**src/rtl/potreg_pkg.sv**
```systemverilog
package potreg_pkg;

  typedef enum logic [1:0] {
    TGT_CHAN = 2'd0,
    TGT_GP   = 2'd1,
    TGT_CTRL = 2'd2,
    TGT_NONE = 2'd3
  } tgt_e;

  localparam int CTRL_VOL_BIT  = 7;
  localparam int CTRL_SHDN_BIT = 6;
  localparam int CTRL_BUSY_BIT = 5;
  localparam int CTRL_OD_BIT   = 1;

endpackage

```
**src/rtl/potreg_decode.sv**
```systemverilog
module potreg_decode
  import potreg_pkg::*;
#(
  parameter int NCH = 4,
  parameter int NGP = 11,
  parameter int AW  = 5,
  localparam int IW = (NCH > 1) ? $clog2(NCH) : 1,
  localparam int GW = (NGP > 1) ? $clog2(NGP) : 1
) (
  input  logic [AW-1:0] addr,
  output tgt_e          tgt,
  output logic [IW-1:0] chan_idx,
  output logic [GW-1:0] gp_idx
);

  localparam logic [AW-1:0] CTRL_ADDR = AW'(2 ** (AW - 1));
  localparam logic [AW-1:0] GP_BASE   = AW'(NCH);
  localparam logic [AW-1:0] GP_END    = AW'(NCH + NGP);

  logic [AW-1:0] gp_off;

  always_comb begin
    gp_off   = addr - GP_BASE;
    chan_idx = addr[IW-1:0];
    gp_idx   = gp_off[GW-1:0];
    if (addr < GP_BASE)        tgt = TGT_CHAN;
    else if (addr < GP_END)    tgt = TGT_GP;
    else if (addr == CTRL_ADDR) tgt = TGT_CTRL;
    else                        tgt = TGT_NONE;
  end

endmodule

```
**src/rtl/potreg_store.sv**
```systemverilog
module potreg_store #(
  parameter int NCH       = 4,
  parameter int NGP       = 11,
  parameter int DW        = 8,
  parameter int TAP_RESET = 128,
  localparam int IW = (NCH > 1) ? $clog2(NCH) : 1,
  localparam int GW = (NGP > 1) ? $clog2(NGP) : 1
) (
  input  logic              clk,
  input  logic              rst_n,
  input  logic              wiper_we,
  input  logic              start_we,
  input  logic              gp_we,
  input  logic [IW-1:0]     chan_idx,
  input  logic [GW-1:0]     gp_idx,
  input  logic [DW-1:0]     wdata,
  output logic [NCH*DW-1:0] wiper_flat,
  output logic [DW-1:0]     wiper_rd,
  output logic [DW-1:0]     start_rd,
  output logic [DW-1:0]     gp_rd
);

  logic [DW-1:0] wiper_q [NCH];
  logic [DW-1:0] start_q [NCH];
  logic [DW-1:0] gp_q    [NGP];

  for (genvar c = 0; c < NCH; c++) begin : g_chan
    always_ff @(posedge clk or negedge rst_n) begin
      if (!rst_n) begin
        wiper_q[c] <= DW'(TAP_RESET);
        start_q[c] <= DW'(TAP_RESET);
      end else begin
        if (wiper_we && chan_idx == IW'(c)) wiper_q[c] <= wdata;
        if (start_we && chan_idx == IW'(c)) start_q[c] <= wdata;
      end
    end
    assign wiper_flat[c*DW +: DW] = wiper_q[c];
  end

  for (genvar g = 0; g < NGP; g++) begin : g_gp
    always_ff @(posedge clk or negedge rst_n) begin
      if (!rst_n)                          gp_q[g] <= '0;
      else if (gp_we && gp_idx == GW'(g))  gp_q[g] <= wdata;
    end
  end

  always_comb begin
    wiper_rd = '0;
    start_rd = '0;
    gp_rd    = '0;
    for (int c = 0; c < NCH; c++) begin
      if (chan_idx == IW'(c)) begin
        wiper_rd = wiper_q[c];
        start_rd = start_q[c];
      end
    end
    for (int g = 0; g < NGP; g++) begin
      if (gp_idx == GW'(g)) gp_rd = gp_q[g];
    end
  end

endmodule

```
**src/rtl/potreg_ctrl.sv**
```systemverilog
module potreg_ctrl
  import potreg_pkg::*;
#(
  parameter int DW = 8
) (
  input  logic          clk,
  input  logic          rst_n,
  input  logic          we,
  input  logic [DW-1:0] wdata,
  output logic          vol_sel,
  output logic          shdn_ctl,
  output logic          od_sel
);

  always_ff @(posedge clk or negedge rst_n) begin
    if (!rst_n) begin
      vol_sel  <= 1'b0;
      shdn_ctl <= 1'b1;
      od_sel   <= 1'b0;
    end else if (we) begin
      vol_sel  <= wdata[CTRL_VOL_BIT];
      shdn_ctl <= wdata[CTRL_SHDN_BIT];
      od_sel   <= wdata[CTRL_OD_BIT];
    end
  end

endmodule

```
**src/rtl/potreg_bank.sv**
```systemverilog
module potreg_bank
  import potreg_pkg::*;
#(
  parameter int NCH       = 4,
  parameter int NGP       = 11,
  parameter int DW        = 8,
  parameter int AW        = 5,
  parameter int TAP_RESET = 128
) (
  input  logic              clk,
  input  logic              rst_n,
  input  logic              req_valid,
  output logic              req_ready,
  input  logic              req_write,
  input  logic [AW-1:0]     req_addr,
  input  logic [DW-1:0]     req_wdata,
  output logic              rsp_valid,
  input  logic              rsp_ready,
  output logic [DW-1:0]     rsp_data,
  output logic              rsp_refused,
  input  logic              nv_busy,
  output logic              nvw_valid,
  output logic [AW-2:0]     nvw_addr,
  output logic [DW-1:0]     nvw_data,
  output logic [NCH*DW-1:0] tap_code,
  output logic [NCH-1:0]    chan_shdn,
  output logic              sdo_open_drain
);

  localparam int IW = (NCH > 1) ? $clog2(NCH) : 1;
  localparam int GW = (NGP > 1) ? $clog2(NGP) : 1;

  tgt_e          tgt;
  logic [IW-1:0] chan_idx;
  logic [GW-1:0] gp_idx;
  logic          vol_sel, shdn_ctl, od_sel;
  logic [DW-1:0] wiper_rd, start_rd, gp_rd, ctrl_rd, rd_val;
  logic          accept, refuse, go;
  logic          wiper_we, start_we, gp_we, ctrl_we, nvw_fire;

  potreg_decode #(.NCH(NCH), .NGP(NGP), .AW(AW)) u_decode (
    .addr     (req_addr),
    .tgt      (tgt),
    .chan_idx (chan_idx),
    .gp_idx   (gp_idx)
  );

  // accept and gate
  assign req_ready = !rsp_valid || rsp_ready;
  assign accept    = req_valid && req_ready;
  assign refuse    = nv_busy && !(tgt == TGT_CTRL && !req_write);
  assign go        = accept && !refuse && req_write;

  assign wiper_we = go && tgt == TGT_CHAN;
  assign start_we = go && tgt == TGT_CHAN && !vol_sel;
  assign gp_we    = go && tgt == TGT_GP && !vol_sel;
  assign ctrl_we  = go && tgt == TGT_CTRL;
  assign nvw_fire = start_we || gp_we;

  potreg_store #(.NCH(NCH), .NGP(NGP), .DW(DW), .TAP_RESET(TAP_RESET)) u_store (
    .clk        (clk),
    .rst_n      (rst_n),
    .wiper_we   (wiper_we),
    .start_we   (start_we),
    .gp_we      (gp_we),
    .chan_idx   (chan_idx),
    .gp_idx     (gp_idx),
    .wdata      (req_wdata),
    .wiper_flat (tap_code),
    .wiper_rd   (wiper_rd),
    .start_rd   (start_rd),
    .gp_rd      (gp_rd)
  );

  potreg_ctrl #(.DW(DW)) u_ctrl (
    .clk      (clk),
    .rst_n    (rst_n),
    .we       (ctrl_we),
    .wdata    (req_wdata),
    .vol_sel  (vol_sel),
    .shdn_ctl (shdn_ctl),
    .od_sel   (od_sel)
  );

  always_comb begin
    ctrl_rd                = '0;
    ctrl_rd[CTRL_VOL_BIT]  = vol_sel;
    ctrl_rd[CTRL_SHDN_BIT] = shdn_ctl;
    ctrl_rd[CTRL_BUSY_BIT] = nv_busy;
    ctrl_rd[CTRL_OD_BIT]   = od_sel;
    unique case (tgt)
      TGT_CHAN: rd_val = vol_sel ? wiper_rd : start_rd;
      TGT_GP:   rd_val = vol_sel ? '0 : gp_rd;
      TGT_CTRL: rd_val = ctrl_rd;
      default:  rd_val = '0;
    endcase
  end

  // response register, one entry
  always_ff @(posedge clk or negedge rst_n) begin
    if (!rst_n) begin
      rsp_valid   <= 1'b0;
      rsp_data    <= '0;
      rsp_refused <= 1'b0;
    end else if (accept) begin
      rsp_valid   <= 1'b1;
      rsp_data    <= (refuse || req_write) ? '0 : rd_val;
      rsp_refused <= refuse;
    end else if (rsp_ready) begin
      rsp_valid   <= 1'b0;
    end
  end

  // non-volatile write request pulse
  always_ff @(posedge clk or negedge rst_n) begin
    if (!rst_n) begin
      nvw_valid <= 1'b0;
      nvw_addr  <= '0;
      nvw_data  <= '0;
    end else begin
      nvw_valid <= nvw_fire;
      if (nvw_fire) begin
        nvw_addr <= req_addr[AW-2:0];
        nvw_data <= req_wdata;
      end
    end
  end

  assign chan_shdn      = {NCH{~shdn_ctl}};
  assign sdo_open_drain = od_sel;

endmodule

```
**config.mk**
```make
export PLATFORM = sky130hd
export DESIGN_NAME = potreg_bank
export DESIGN_NICKNAME = d
export VERILOG_FILES = /design/src/rtl/potreg_pkg.sv /design/src/rtl/potreg_decode.sv /design/src/rtl/potreg_store.sv /design/src/rtl/potreg_ctrl.sv /design/src/rtl/potreg_bank.sv
export SDC_FILE = /design/constraint.sdc
export NUM_CORES = 1
export LEC_CHECK = 0
export ABC_AREA = 1
export ABC_CLOCK_PERIOD_IN_PS = 1600
export CORE_MARGIN = 4
export CORE_UTILIZATION = 30
export CTS_BUF_LIST = sky130_fd_sc_hd__clkbuf_4 sky130_fd_sc_hd__clkbuf_8
export CTS_CLUSTER_DIAMETER = 40
export CTS_CLUSTER_SIZE = 10
export DETAILED_ROUTE_END_ITERATION = 8
export DONT_BUFFER_PORTS = 1
export PLACE_DENSITY_LB_ADDON = 0.08
export REMOVE_ABC_BUFFERS = 1
export SYNTH_ARGS = -nofsm -noshare
export SYNTH_HDL_FRONTEND = slang
export SYNTH_SLANG_ARGS = --single-unit
export TNS_END_PERCENT = 1
```
**constraint.sdc**
```tcl
create_clock -name clk -period 1.6 [get_ports clk]
set_input_delay 0.24 -clock clk [delete_from_list [all_inputs] [get_ports clk]]
set_output_delay 0.24 -clock clk [all_outputs]
set_load 0.005 [all_outputs]
```
## Yosys cells after proc, flatten, opt, wreduce, memory -nomap -nowiden

Index checks and enable logic that the tools add are counted.

| operators by class | value |
|---|---|
| add/subtract/negate cells | 1 |
| multipliers | 0 |
| div/mod/pow operators | 0 |
| magnitude comparators | 2 |
| equality and inequality tests | 16 |
| shift-type cells | 0 |
| mux-type cells | 28 |
| bitwise logic cells | 1 |
| reductions and logical operators | 41 |

Operators by type and width:

| operator | number |
|---|---|
| two-way mux 8 bit | 22 |
| logical AND 1 bit | 29 |
| case mux 8 bit (3 select lines) | 1 |
| == test 4 x 3 -> 1 bit, second input constant | 4 |
| == test 4 bit, second input constant | 3 |
| == test 4 x 2 -> 1 bit, second input constant | 2 |
| == test 2 bit, second input constant | 3 |
| == test 5 bit, second input constant | 1 |
| zero test 1 bit | 5 |
| less-than comparator 5 x 3 -> 1 bit, second input constant | 1 |
| less-than comparator 5 x 4 -> 1 bit, second input constant | 1 |
| == test 2 x 1 -> 1 bit, second input constant | 2 |
| == test 4 x 1 -> 1 bit, second input constant | 1 |
| zero test 2 bit | 2 |
| zero test 4 bit | 1 |
| two-way mux 2 bit | 2 |
| subtractor 4 x 3 -> 4 bit, second input constant | 1 |
| logical OR 1 bit | 3 |
| two-way mux 1 bit | 3 |
| nonzero test 2 bit | 1 |
| inverter 1 bit | 1 |

| storage, ports and cells | value |
|---|---|
| register bits | 178 |
| bits in latches | 0 |
| memory bits (writable) | 0 |
| ROM bits | 0 |
| bits of input ports | 19 |
| output and inout bits | 61 |
| memories kept | 0 |

## Longest topological paths before layout

Gate-level depths: netlist of run 1.

| logic depth | value |
|---|---|
| depth in word-level cells | 16 |
| depth in mapped cells | 20 |

## Cells and area by module

From an unflattened synthesis of run 1, not the netlist that was laid out.

| unflattened totals | value |
|---|---|
| cells, all modules | 980 |
| area, all modules | 8,428.1 um^2 |

Modules (own cells, without submodules):

| module | instances | cells an instance | area each (um^2) | seq. area each (um^2) |
|---|---|---|---|---|
| potreg_store | 1 | 773 | 6,889.1 | 3,813.7 |
| potreg_bank | 1 | 175 | 1,325.0 | 575.6 |
| potreg_ctrl | 1 | 13 | 113.9 | 76.3 |
| potreg_decode | 1 | 19 | 100.1 | 0.0 |

## Worst setup path before layout of run 1

Ideal clock, no wire load.

| path | value |
|---|---|
| path kind | input to register |
| start | input req_addr[0] |
| end | register u_store.gp_q[30] (netlist name) |
| data arrival time | 1,899 ps |
| required time | 1,470 ps |
| path slack | -429 ps |
| stages | 17 |
| path through | buf_6 clkinv_2 nand2_2 nand2_2 nand3_4 nor2_2 inv_2 nor2_1 nor2_1 nor2_4 nand2_4 nor3_4 buf_6 nand2_4 buf_6 nand2_1 o21ai_2 |

| on the way | value |
|---|---|
| longest elaborated chain between the ends | 14 |

Ends and longest elaborated chain:

| element | line | text |
|---|---|---|
| start, declared | potreg_bank.sv:15 | `input logic [AW-1:0] req_addr,` |
| branches (longest 13 deep; another with less-than comparator 5 x 4 -> 1 bit) | n/a |  |
| logical AND 1 bit * | potreg_store.sv:43 | `else if (gp_we && gp_idx == GW'(g)) gp_q[g] <= wdata;` |
| end signal, assigned by index | potreg_store.sv:43 |  |
| end, declared | potreg_store.sv:25 | `logic [DW-1:0] gp_q [NGP];` |

Mark *: on every way between the ends.
A chain may end at the register's enable or synchronous reset.

## Worst setup path after layout of run 1

| path | value |
|---|---|
| start | register rsp_valid |
| end | register u_store.start_q[2] (netlist name) |

| on the way | value |
|---|---|
| longest elaborated chain between the ends | 8 |

Ends and longest elaborated chain:

| element | line | text |
|---|---|---|
| start, declared | potreg_bank.sv:17 | `output logic rsp_valid,` |
| start signal, assigned | potreg_bank.sv:102 | `rsp_valid <= 1'b0;` |
| start signal, assigned | potreg_bank.sv:106 | `rsp_valid <= 1'b1;` |
| start signal, assigned | potreg_bank.sv:110 | `rsp_valid <= 1'b0;` |
| zero test 1 bit | potreg_bank.sv:49 | `assign req_ready = !rsp_valid \|\| rsp_ready;` |
| logical OR 1 bit | potreg_bank.sv:49 |  |
| logical AND 1 bit | potreg_bank.sv:50 | `assign accept = req_valid && req_ready;` |
| logical AND 1 bit (2 in a row) | potreg_bank.sv:52 | `assign go = accept && !refuse && req_write;` |
| logical AND 1 bit (2 in a row) | potreg_bank.sv:55 | `assign start_we = go && tgt == TGT_CHAN && !vol_sel;` |
| logical AND 1 bit | potreg_store.sv:34 | `if (start_we && chan_idx == IW'(c)) start_q[c] <= wdata;` |
| end signal, assigned by index | potreg_store.sv:31 | `start_q[c] <= DW'(TAP_RESET);` |
| end signal, assigned by index | potreg_store.sv:34 |  |
| end, declared | potreg_store.sv:24 | `logic [DW-1:0] start_q [NCH];` |

Every way passes these cells.

==> metrics.md, run 1 <==
| Metric | Value |
|---|---|
| Status | finished with violations |
| Failing checks | negative hold slack, negative setup slack |
| Period utilization | 102% |
| Layout area overhead | 21.1% |
| Mapped Cells | 987 |
| Clock Skews | 0.0128 ns |
| Relative slew slack | 63.6% |
| DR vias/cell | 4.64 |
| Post-Syn Area | 8430 sq um |
| Min Tclk post-route | 1.63 ns |
| Antenna cells | 0 |
| Crit path max fanout | 8 |
| Vias in the first global route | 6719 |
| RSZ-0062 raised after global routing | yes |
| Element type at the critical path start | flop |
| Final setup vio count | 3 |
| Io pins | 80 |
| Mean Syn Cell Area | 8.54 sq um |
| Cell taking the most area after synthesis | dfrtp_1 |
| Total GRT Usage | 17.8% |
| Fin. max-slew vios | 0 |
| Total Power | 9.17 mW |
| Clock buffer depth | 2 |
| Share of cells above drive strength 1 | 23.6% |
| Die height | 176 microns |
| CP max stage delay | 0.40 ns |
| Max_cap viols | 0 |
| Measured slew at the worst slew-check pin | 0.546 ns |
| Hold/Removal Path Class | in2async |
| F_max | 613 MHz |
| FFs w/ async S/R, synth | 100% |
| Crit Path Category | reg2reg |
| Wirelength per Cell | 18.7 microns |
| Seq/Total Area, Yosys | 53.0% |
| TritonCTS clock tree | yes |
| Hold Buf Count CTS | 4 |
| First-pass GRT wire length | 42200 microns |
| Final WL | 27100 microns |
| Total die area | 30900 sq um |
| CTS clk-pin slew, worst paths | 0.11 ns |
| Synth Register Bits | 178 |
| PortBufs | 0 |
| CTS Buf Count | 17 |
| Worst hold slack | -0.537 ns |
| Setup_tns | -0.0333 ns |
| Htree depth | 4 |
| Share of the synthesized area in the top cell type | 50.1% |
| Post-route DRC violation count | 0 |
| Slowest CP cell | dfrtp_1 |
| Synth area leaders | dfrtp_1 (50%), nand2_1 (16%), o21ai_1 (5.2%) |
| Total number of vias | 6714 |
| R2R setup slack | -0.03 ns |
| DR pass1 iterations | 5 |
| Power Density | 899 nW/um^2 |
| Routability congestion estimate | 0.737 |
| Initial core utilization | 30.4% |
| Antenna violation net count after detailed routing | 0 |
| Post-synth cell types | 35 |
| Layout fillers | 2989 |
| Core area | 27800 sq um |
| Largest net degree at the start of global routing | 179 |
| VDD IR-drop max | 0.424 mV |
| Register area | 4470 sq um |
| # rows | 61 |
| EDFF count, synth | 0 |
| Ys flop type | dfrtp_1 |
| Area of the multi-input gates | 3740 sq um |
| DPL Wire Length | 17700 microns |
| Initial antenna violation count | 0 |
| Die width | 176 microns |
| Endpoint arrival time on the critical path | 1.99 ns |
| Crit. End Element | flop |
| Most common cell in the netlist | nand2_1 |
| Worst Path Required | 1.95 ns |
| Nets | 1076 |
| Clock sink count | 178 |
| CP cell instances | nand2_2 -> nand2_4 -> nor2_4 -> nand2_4 -> buf_12 -> nor2_8 -> buf_12 -> nand3_2 -> nand2_1 -> o21ai_1 |
| Root Driver | clkbuf_8 |
| Final worst slack | -0.0320 ns |
| Grt ovf | 0 |
| Final Hold Viols | 178 |
| Ys Warns | 0 |
| Leak | 4.83 nW |
| Initial drt markers | 486 |
| Insertion delay to the later sink of the worst-skew pair | 0.47 ns |
| Top cells by count, synth | nand2_1 (367), dfrtp_1 (169), o21ai_1 (88) |
==> stage by stage <==
| stage | setup slack, ns | instances | cell area, sq um | util [%] | hold slack, ns |
|---|---|---|---|---|---|
| global placement | -0.394 | 1391 | 9230 | 33.2 | -0.0412 |
| CTS | -0.0633 | 1440 | 9960 | 35.9 | -0.575 |
| global route | -0.113 | 1448 | 10200 | 36.7 | -0.594 |
| floorplan | -1.06 | 933 | 8060 | - | -0.0556 |
| detailed placement | -0.408 | 1391 | 9230 | 33.2 | -0.0407 |
| finish | -0.0320 | 1448 | 10200 | 36.7 | -0.537 |
==> cells in the final DEF (no fill, tap or decap), drive strengths merged <==
| cell type | netlist | routed |
|---|---|---|
| a2111oi | 1 | 1 |
| a211oi | 1 | 1 |
| a21oi | 7 | 7 |
| a22o | 1 | 1 |
| buf | 28 | 90 |
| bufinv | 0 | 1 |
| clkbuf | 26 | 17 |
| clkinv | 2 | 8 |
| dfrtp | 169 | 169 |
| dfstp | 9 | 9 |
| dlygate4sd3 | 0 | 4 |
| inv | 56 | 64 |
| nand2 | 385 | 394 |
| nand3 | 22 | 24 |
| nand4 | 8 | 8 |
| nor2 | 46 | 46 |
| nor3 | 2 | 2 |
| o2111ai | 5 | 5 |
| o211ai | 8 | 8 |
| o21ai | 181 | 181 |
| o22ai | 11 | 11 |
| or2 | 19 | 19 |
==> layout make-up <==
cell class	count	area share, %
Sequential cell	178	43.7
Multi-Input combinational cell	708	36.6
Timing Repair Buffer	94	8.78
Tap cell	378	4.63
Clock buffer	17	2.29
Inverter	58	2.14
Clock inverter	15	1.81
==> final timing paths <==
check                                                      from                         endpoint  cells after the start
worst max-delay path                      rsp_valid$_DFFE_PN0P_   u_store.start_q[2]$_DFFE_PN0P_                     10
worst min-delay path                                      rst_n     u_store.gp_q[59]$_DFFE_PN0P_                      0
worst max register to register            rsp_valid$_DFFE_PN0P_   u_store.start_q[2]$_DFFE_PN0P_                     10
worst min register to register  u_store.start_q[31]$_DFFE_PN1P_  u_store.start_q[31]$_DFFE_PN1P_                      2
max in group asynchronous                                 rst_n      u_store.gp_q[6]$_DFFE_PN0P_                      0
min in group clk                                      req_write          rsp_data[6]$_DFFE_PN0P_                      4
==> timing repair <==
item	4_1_cts	5_1_grt
endpoints found under the hold margin	185	178
setup endpoints to repair	140	158
cloned	8	5
setup buffers	5	3
resized for setup	19	45
pin swaps	12	7
==> routing by layer <==
| layer | GRT usage (%) | share of wire [%] | routed length [microns] | vias to the layer above |
|---|---|---|---|---|
| met4 | 3.09 | 0.71 | 193 | 0 |
| met5 | 0 | 0 | 0 | - |
| met2 | 28.5 | 47 | 12800 | 104 |
| met1 | 24.6 | 47 | 12700 | 3247 |
| met3 | 4.89 | 4.9 | 1340 | 14 |
| li1 | - | - | - | 3349 |
==> logic make-up after synthesis <==
group                  Yosys count  synth area share [%]
and+or+nand+nor                482                  25.3
AOI/OAI and AO/OA              215                  14.7
DFF                            178                  53.0
buffers and inverters          112                  6.97
==> where the power goes <==
part	switching [mW]	internal [mW]	total, mW
Sequential	0.164	4.69	4.86
Clock	1.98	1.34	3.32
Combinational	0.618	0.374	0.992
Total	2.77	6.41	9.17
==> registers in the layout, indices dropped and copies added (netlist names), 4 cells and up <==
name	count
u_store.gp_q	88
nvw_data	8
rsp_data	8
u_store.start_q	32
nvw_addr	4
u_store.wiper_flat	32
==> critical path, delay by kind of cell (launching register included) <==
kind | cells | cell delay (ns)
simple gates | 7 | 0.78
flops | 1 | 0.40
buf+inv | 2 | 0.28
compound gates | 1 | 0.06
Note: power is estimated with default switching activity, not from simulation.
==> run 2: changes to the inputs <==
--- a/config.mk
+++ b/config.mk
@@ -18,5 +18,6 @@
 export REMOVE_ABC_BUFFERS = 1
 export SYNTH_ARGS = -nofsm -noshare
 export SYNTH_HDL_FRONTEND = slang
+export SYNTH_HIERARCHICAL = 1
 export SYNTH_SLANG_ARGS = --single-unit
 export TNS_END_PERCENT = 1
==> run 2 against run 1 <==
Net effect:
- the run still ends with negative hold slack, negative setup slack left
- via count increased by 0.39%
- count of clock-buffer cells in the layout unchanged
- register-to-register slack hardly changed
- die area about the same
- sequential power increased by 4.3%
- final area down 1.1%
- combinational power up 9%
==> metrics.md, run 2 <==
| Metric | Value |
|---|---|
| PortBufs | 0 (unchanged) |
| Hold Buf Count CTS | 14 (+10) |
| Share of the synthesized area in the top cell type | 50.2% (about the same) |
| Cell total after placement | 1398 (+0.50%) |
| Insertion delay to the later sink of the worst-skew pair | 0.47 ns (about the same) |
| Total Power | 9.47 mW (+3.2%) |
| RSZ-0062 raised after global routing | yes |
| CTS Buf Count | 17 (unchanged) |
| Period utilization | 101% (-0.51 points) |
| Switch Pwr | 2.87 mW (+3.8%) |
| Crit path max fanout | 16 (+8) |
| Nets | 1074 (-0.19%) |
| Core area | 27800 sq um (unchanged) |
| Sw Ratio | 30.3% (+0.16 points) |
| CP cell instances | a21oi_4 -> nand4_4 -> nor2_4 -> buf_8 -> buf_12 -> nand2_8 -> nand2_1 -> o21ai_2 |
| Clock buffer depth | 2 (unchanged) |
| Final setup vio count | 24 (+21) |
| Max_cap viols | 0 (unchanged) |
| Total GRT Usage | 17.2% (-0.55 points) |
| Seq/Total Area, Yosys | 53.0% (about the same) |
| VDD IR-drop max | 0.707 mV (+67%) |
| Fin cells | 1445 (-0.21%) |
| Clock network power share | 35.1% (-1.1 points) |
| Initial core utilization | 30.3% (about the same) |
| Flip-flop count of the largest register after layout | 88 (unchanged) |
| Endpoint arrival time on the critical path | 1.97 ns (-0.02 ns) |
| Post-synth cell types | 31 (-11%) |
| # rows | 61 (unchanged) |
| Area of the multi-input gates | 3560 sq um (-4.7%) |
| CTS clk-pin slew, worst paths | 0.12 ns (about the same) |
| Final worst slack | -0.0240 ns (+0.00808 ns) |
| DR vias/cell | 4.66 (+0.60%) |
| Root Driver | clkbuf_8 |
| Post-Syn Area | 8430 sq um (about the same) |
| Io pins | 80 (unchanged) |
| EDFF count, synth | 0 (unchanged) |
| Crit Path Category | reg2reg |
| Final WL | 25900 microns (-4.4%) |
| Pre-CTS setup slack | -0.478 ns (-0.0709 ns) |
| Ys Warns | 6 (+6) |
| Power Density | 938 nW/um^2 (+4.4%) |
| Wirelength per Cell | 17.9 microns (-4.2%) |
| Antenna violation net count after detailed routing | 0 (unchanged) |
| Total die area | 30800 sq um (about the same) |
| Clock Skews | 0.0232 ns (+0.0104 ns) |
| Measured slew at the worst slew-check pin | 0.390 ns (-0.156 ns) |
| DR pass1 iterations | 5 (unchanged) |
| DPL Wire Length | 17300 microns (-2.2%) |
| Largest net degree at the start of global routing | 179 (unchanged) |
| Slowest CP cell | dfrtp_1 |
| Total number of vias | 6740 (+0.39%) |
| Top Family by Delay on Critical Path | simple AND/OR/NAND/NOR gates |
| Crit. End Element | flop |
| Most flops, register | u_store/gp_q |
| Die width | 176 microns (about the same) |
| Flop pwr share | 53.5% (+0.5 points) |
| Internal power | 6.60 mW (+3.0%) |
| First-pass GRT wire length | 41300 microns (-2.0%) |
| Post-route DRC violation count | 0 (unchanged) |
| Fin. max-slew vios | 0 (unchanged) |
| Most common cell in the netlist | nand2_1 |
| Cell taking the most area after synthesis | dfrtp_1 |
| Synth area leaders | dfrtp_1 (50%), nand2_1 (15%), o21ai_0 (5.9%) |
| Initial drt markers | 555 (+14%) |
| Clock sink count | 178 (unchanged) |
| Min Tclk post-route | 1.62 ns (-0.00808 ns) |
| Worst Path Required | 1.95 ns (about the same) |
| Die height | 176 microns (about the same) |
| Top cells by count, synth | nand2_1 (347), dfrtp_1 (169), o21ai_0 (99) |
| F_max | 616 MHz (+0.50%) |
| Synth Register Bits | 178 (unchanged) |
| CP max stage delay | 0.42 ns (+0.02 ns) |
| Grt ovf | 0 (unchanged) |
| Failing checks | negative hold slack, negative setup slack |
| Register area | 4470 sq um (unchanged) |
| Layout fillers | 2937 (-1.7%) |
| FFs w/ async S/R, synth | 100% (unchanged) |
| Htree depth | 4 (unchanged) |
| Initial antenna violation count | 0 (unchanged) |
| Element type at the critical path start | flop |
| Leak | 4.61 nW (-4.5%) |
| Final Hold Viols | 178 (unchanged) |
| Antenna cells | 0 (unchanged) |
| Layout area overhead | 19.8% |
| TritonCTS clock tree | yes |
| Most common cell after layout, fill and taps aside | nand2_1 |
| Proportion of power drawn by combinational gates | 11.4% (+0.6 points) |
| Worst hold slack | -0.558 ns (-0.0216 ns) |
| Routability congestion estimate | 0.753 (+2.1%) |
| Share of cells above drive strength 1 | 22.3% (-1.3 points) |
| Relative slew slack | 74.0% (+10 points) |
| Hold/Removal Path Class | in2async |
| Ys flop type | dfrtp_1 |
| Mapped Cells | 980 (-0.71%) |
| Vias in the first global route | 6756 (+0.55%) |
| Highest-count cells in the layout ignoring fill and taps | nand2_1 (334), dfrtp_1 (169), o21ai_0 (83) |
| CP Buf/Inv Count | 2 (unchanged) |
| Mean Syn Cell Area | 8.60 sq um (+0.65%) |
| Status | finished with violations |
[run 2: cell count changes after synthesis, moves of 9 or more]
cell      delta
nand2_1     -20
nand2_4      -9
nand3_1     +33
nand4_1     +25
nor2_4       +9
o21ai_0     +31
o21ai_1     -62
o21ai_2     +13
o21bai_1    +12
o22ai_1     -11
or2_2       -19
[run 2: worst register-to-register path: cells and delay by family (launching register included)]
family | cells | cell delay (ns)
and+or+nand+nor | 4 | 0.50
DFF | 1 | 0.42
buffers and inverters | 2 | 0.31
AOI/OAI and AO/OA | 2 | 0.29
[run 2: area by class of cell]
| cell class | count | share of cell area, % |
|---|---|---|
| clock buffers | 17 | 2.32 |
| clock inverters | 15 | 1.85 |
| inverters | 62 | 2.33 |
| multi-input cells | 692 | 35.3 |
| flip-flops and latches | 178 | 44.2 |
| well taps | 378 | 4.68 |
| repair buffers | 103 | 9.33 |
[run 2: power by group through the flow]
stage / Clock, mW / Sequential (mW) / Combinational, mW
after floorplan: 0 / 5.07 / 0.614
after global placement: 0 / 5.16 / 1.01
after detailed placement: 0 / 5.15 / 1.02
after CTS: 3.46 / 5.07 / 1.07
after global routing: 3.66 / 5.11 / 1.22
final: 3.32 / 5.07 / 1.08
[run 2: cell families (layout without fill, tap and decap cells)]
| group | after synthesis | after routing | share of synthesized area, % |
|---|---|---|---|
| simple gates | 506 | 506 | 27.1 |
| compound gates | 185 | 185 | 13.2 |
| flops | 178 | 178 | 53.0 |
| buf+inv | 110 | 197 | 6.61 |
| fa+ha+maj | 1 | 1 | 0.148 |
[run 2: layer usage]
| metal | vias up | track usage [%] | share of wire [%] |
|---|---|---|---|
| met1 | 3214 | 26.0 | 50 |
| met4 | 0 | 3.64 | 0.99 |
| met2 | 165 | 25.6 | 43 |
| met3 | 11 | 3.62 | 5.2 |
| met5 | - | 0 | 0 |
| li1 | 3350 | - | - |
[run 2: worst paths after layout]
| kind | end | cells after the start | slack, ns | from |
|---|---|---|---|---|
| max in group asynchronous | u_store/start_q[7]$_DFFE_PN1P_ | 0 | 1.87 | rst_n |
| max | u_store/gp_q[8]$_DFFE_PN0P_ | 8 | -0.02 | rsp_valid$_DFFE_PN0P_ |
| min reg2reg | u_store/start_q[7]$_DFFE_PN1P_ | 2 | 0.49 | u_store/start_q[7]$_DFFE_PN1P_ |
| min in group clk | u_ctrl/shdn_ctl$_DFFE_PN1P_ | 4 | 0.03 | req_write |
| min | u_store/wiper_flat[9]$_DFFE_PN0P_ | 0 | -0.56 | rst_n |
| max reg2reg | u_store/gp_q[8]$_DFFE_PN0P_ | 8 | -0.02 | rsp_valid$_DFFE_PN0P_ |
[run 2: metrics by stage]
stage,utilization (%),TNS (ns),instance area (sq um),hold slack (ns)
global route,36.3,-8.26,10100,-0.614
detailed placement,33.6,-62.01,9340,-0.0514
CTS,36.0,-0.230,10000,-0.593
finish,36.3,-0.266,10100,-0.558
global placement,33.6,-61.26,9340,-0.0519
floorplan,-,-130.92,8110,-0.0556
[run 2: timing repair]
| action | in CTS | in global routing |
|---|---|---|
| hold endpoints to repair | 194 | 178 |
| gates resized for setup | 17 | 45 |
| setup endpoints to repair | 104 | 151 |
| setup buffers | 1 | 0 |
| pin swaps | 2 | 2 |
==> run 3: changes to the inputs <==
--- a/config.mk
+++ b/config.mk
@@ -5,11 +5,10 @@
 export SDC_FILE = /design/constraint.sdc
 export NUM_CORES = 1
 export LEC_CHECK = 0
-export ABC_AREA = 1
+export ABC_AREA = 0
 export ABC_CLOCK_PERIOD_IN_PS = 1600
 export CORE_MARGIN = 4
 export CORE_UTILIZATION = 30
-export CTS_BUF_LIST = sky130_fd_sc_hd__clkbuf_4 sky130_fd_sc_hd__clkbuf_8
 export CTS_CLUSTER_DIAMETER = 40
 export CTS_CLUSTER_SIZE = 10
 export DETAILED_ROUTE_END_ITERATION = 8
==> run 3 against run 2 <==
Net effect:
- the run still ends with negative hold slack, negative setup slack left
- clock skew decreased by 0.013 ns
- global-route usage decreased by 1.1 points
- critical endpoint is now u_store/gp_q[57]$_DFFE_PN0P_
- first-iteration DRC count decreased by 58%
- sequential share of layout area decreased by 1.8 points
- sequential power decreased by 1%
- register-to-register slack got worse by 0.28 ns
==> metrics.md, run 3 <==
| Metric | Value |
|---|---|
| Initial core utilization | 30.6% (+0.30 points) |
| Post-Syn Area | 8560 sq um (+1.5%) |
| Synth Register Bits | 178 (unchanged) |
| Register area | 4470 sq um (unchanged) |
| Grt ovf | 0 (unchanged) |
| R2R setup slack | -0.30 ns (-0.28 ns) |
| Min Tclk post-route | 1.90 ns (+0.278 ns) |
| DR pass1 iterations | 4 (-1) |
| Crit. End Element | flop |
| Relative slew slack | 21.7% (-52 points) |
| TritonCTS clock tree | yes |
| CP cell instances | nand2b_4 -> nand4_4 -> nor2_4 -> nor3b_4 -> buf_4 -> nand3_4 -> mux2_4 |
| Core area | 27900 sq um (+0.55%) |
| Period utilization | 119% (+17 points) |
| Wirelength per Cell | 23.2 microns (+30%) |
| Worst Path Required | 1.90 ns (-0.05 ns) |
| Initial antenna violation count | 1 (+1) |
| Initial drt markers | 233 (-58%) |
| CTS Buf Count | 17 (unchanged) |
| Crit path max fanout | 8 (-8) |
| Die width | 177 microns (+0.73%) |
| Io pins | 80 (unchanged) |
| Final Hold Viols | 178 (unchanged) |
| Total GRT Usage | 16.2% (-1.1 points) |
| Final WL | 24500 microns (-5.2%) |
| EDFF count, synth | 0 (unchanged) |
| Antenna violation net count after detailed routing | 0 (unchanged) |
| VDD IR-drop max | 0.629 mV (-11%) |
| Ys flop type | dfrtp_1 |
| Slowest CP cell | dfrtp_1 |
| Largest net degree at the start of global routing | 179 (unchanged) |
| DR vias/cell | 4.93 (+5.7%) |
| Die height | 177 microns (+0.73%) |
| Clock buffer depth | 2 (unchanged) |
| Final setup vio count | 157 (+550%) |
| Status | finished with violations |
| Flip-flop count of the largest register after layout | 88 (unchanged) |
| Vias in the first global route | 5777 (-14%) |
| Post-synth cell types | 50 (+61%) |
| Post-route DRC violation count | 0 (unchanged) |
| PortBufs | 0 (unchanged) |
| Routability congestion estimate | 0.783 (+4.0%) |
| Share of cells above drive strength 1 | 56.9% (+35 points) |
| Final worst slack | -0.302 ns (-0.278 ns) |
| Total die area | 31300 sq um (+1.5%) |
| Multiplexer share of the synthesized area | 31.8% (+32 points) |
| FFs w/ async S/R, synth | 100% (unchanged) |
| Synth area leaders | dfrtp_1 (49%), mux2_2 (22%), mux4_2 (5.0%) |
| Clock sink count | 178 (unchanged) |
| Leak | 4.92 nW (+6.6%) |
| Share of the synthesized area in the top cell type | 49.4% (-0.76 points) |
| Failing checks | negative hold slack, negative setup slack |
| Worst hold slack | -0.501 ns (+0.0580 ns) |
| Max_cap viols | 0 (unchanged) |
| Mean Syn Cell Area | 14.6 sq um (+70%) |
| Measured slew at the worst slew-check pin | 1.17 ns (+0.781 ns) |
| Layout fillers | 2712 (-7.7%) |
| # rows | 61 (unchanged) |
| Main combinational cell family by area after synthesis | multiplexers |
| Ys Warns | 6 (unchanged) |
| Most flops, register | u_store/gp_q |
| Top Family by Delay on Critical Path | simple AND/OR/NAND/NOR gates |
| Nets | 686 (-36%) |
| Most common cell in the netlist | mux2_2 |
| Synth Area in Compound Gates | 5.29% (-7.9 points) |
| Most common cell after layout, fill and taps aside | dfrtp_1 |
| CP Buf/Inv Count | 1 (-1) |
| Top cells by count, synth | mux2_2 (171), dfrtp_1 (169), mux4_2 (19) |
| First-pass GRT wire length | 37800 microns (-8.7%) |
| Layout area overhead | 23.0% |
| Root Driver | clkbuf_16 |
| CP max stage delay | 0.42 ns (about the same) |
| Insertion delay to the later sink of the worst-skew pair | 0.43 ns (-0.04 ns) |
| DPL Wire Length | 15800 microns (-8.7%) |
| Endpoint arrival time on the critical path | 2.21 ns (+0.24 ns) |
| Seq/Total Area, Yosys | 52.2% (-0.81 points) |
| Fin. max-slew vios | 0 (unchanged) |
| Hold/Removal Path Class | in2async |
| Pre-CTS setup slack | -0.671 ns (-0.192 ns) |
| Cell taking the most area after synthesis | dfrtp_1 |
| Post-synthesis simple-gate area fraction | 6.87% (-20 points) |
| Highest-count cells in the layout ignoring fill and taps | dfrtp_1 (169), mux2_2 (141), buf_4 (86) |
| Mapped Cells | 585 (-40%) |
| Adder-cell share of the synthesized area | 0.146% (-0.0023 points) |
| Area of the multi-input gates | 4050 sq um (+14%) |
| CTS clk-pin slew, worst paths | 0.07 ns (-0.05 ns) |
| Htree depth | 4 (unchanged) |
| Power Density | 955 nW/um^2 (+1.9%) |
| XOR/XNOR Fraction of Synth Area | 0% (unchanged) |
| F_max | 526 MHz (-15%) |
| Element type at the critical path start | flop |
| Total number of vias | 5208 (-23%) |
| RSZ-0062 raised after global routing | yes |
| Crit Path Category | reg2reg |
| Util after Layout | 37.7% (+1.3 points) |
| Clock Skews | 0.0103 ns (-0.0128 ns) |
-- run 3: cell families (layout without fill, tap and decap cells) --
kind of cell / Yosys count / count (layout)
AO/OA/AOI/OAI: 55 / 55
adder cells (fa/ha/maj): 1 / 1
buffers and inverters: 59 / 151
flip-flops: 178 / 178
multiplexers: 219 / 219
other: 0 / 1
AND/OR/NAND/NOR: 73 / 73
-- run 3: power breakdown --
part | switching [mW] | internal (mW)
sequential | 0.203 | 4.81
combinational | 0.489 | 0.659
clock | 1.89 | 2.00
total | 2.58 | 7.47
-- run 3: worst paths after layout --
check,to,cells past startpoint,start
worst min register to register,u_store/start_q[8]$_DFFE_PN0P_,1,u_store/start_q[8]$_DFFE_PN0P_
worst max register to register,u_store/gp_q[57]$_DFFE_PN0P_,7,rsp_valid$_DFFE_PN0P_
min in group clk,rsp_refused$_DFFE_PN0P_,2,req_write
max in group asynchronous,u_store/start_q[31]$_DFFE_PN1P_,0,rst_n
worst min-delay path,nvw_data[6]$_DFFE_PN0P_,0,rst_n
worst max-delay path,u_store/gp_q[57]$_DFFE_PN0P_,7,rsp_valid$_DFFE_PN0P_
-- run 3: per-stage QoR --
step / std cells / cell area, sq um / power [mW] / TNS [ns]
3_5_place_dp: 1008 / 9530 / 6.05 / -83.70
4_1_cts: 1052 / 10500 / 10.2 / -29.90
6_report: 1056 / 10500 / 10.1 / -26.26
2_1_floorplan: 534 / 8270 / 5.67 / -186.65
3_3_place_gp: 1008 / 9530 / 6.02 / -82.78
5_1_grt: 1055 / 10500 / 10.5 / -36.67
-- run 3: worst register-to-register path: stages (launching register included) --
cell,delay [ns]
dfrtp_1,0.42
nand2b_4,0.13
nand4_4,0.14
nor2_4,0.16
nor3b_4,0.31
buf_4,0.18
nand3_4,0.12
mux2_4,0.33
-- run 3: final cells by class --
| class | instances | area share [%] |
|---|---|---|
| timing repair buffer | 113 | 9.27 |
| antenna | 1 | 0.0238 |
| sequential | 178 | 42.4 |
| clock inverter | 13 | 0.987 |
| multi-input combinational | 348 | 38.5 |
| inverter | 8 | 0.285 |
| clock buffer | 17 | 4.04 |
| tap | 378 | 4.49 |
-- run 3: repair_timing --
action                                 CTS  global route
hold buffers                            12             2
resized for setup                       61            10
setup endpoints to repair              160           160
setup buffers                            2             2
pin swaps                                5             6
endpoints found under the hold margin  347           219
cloned                                   0             0
-- run 3: routing by layer --
layer  GRT usage, %  wire (microns)
met5              0              13
met2           27.1           12300
met3           3.29             630
met1           21.5           11200
met4           4.38             362
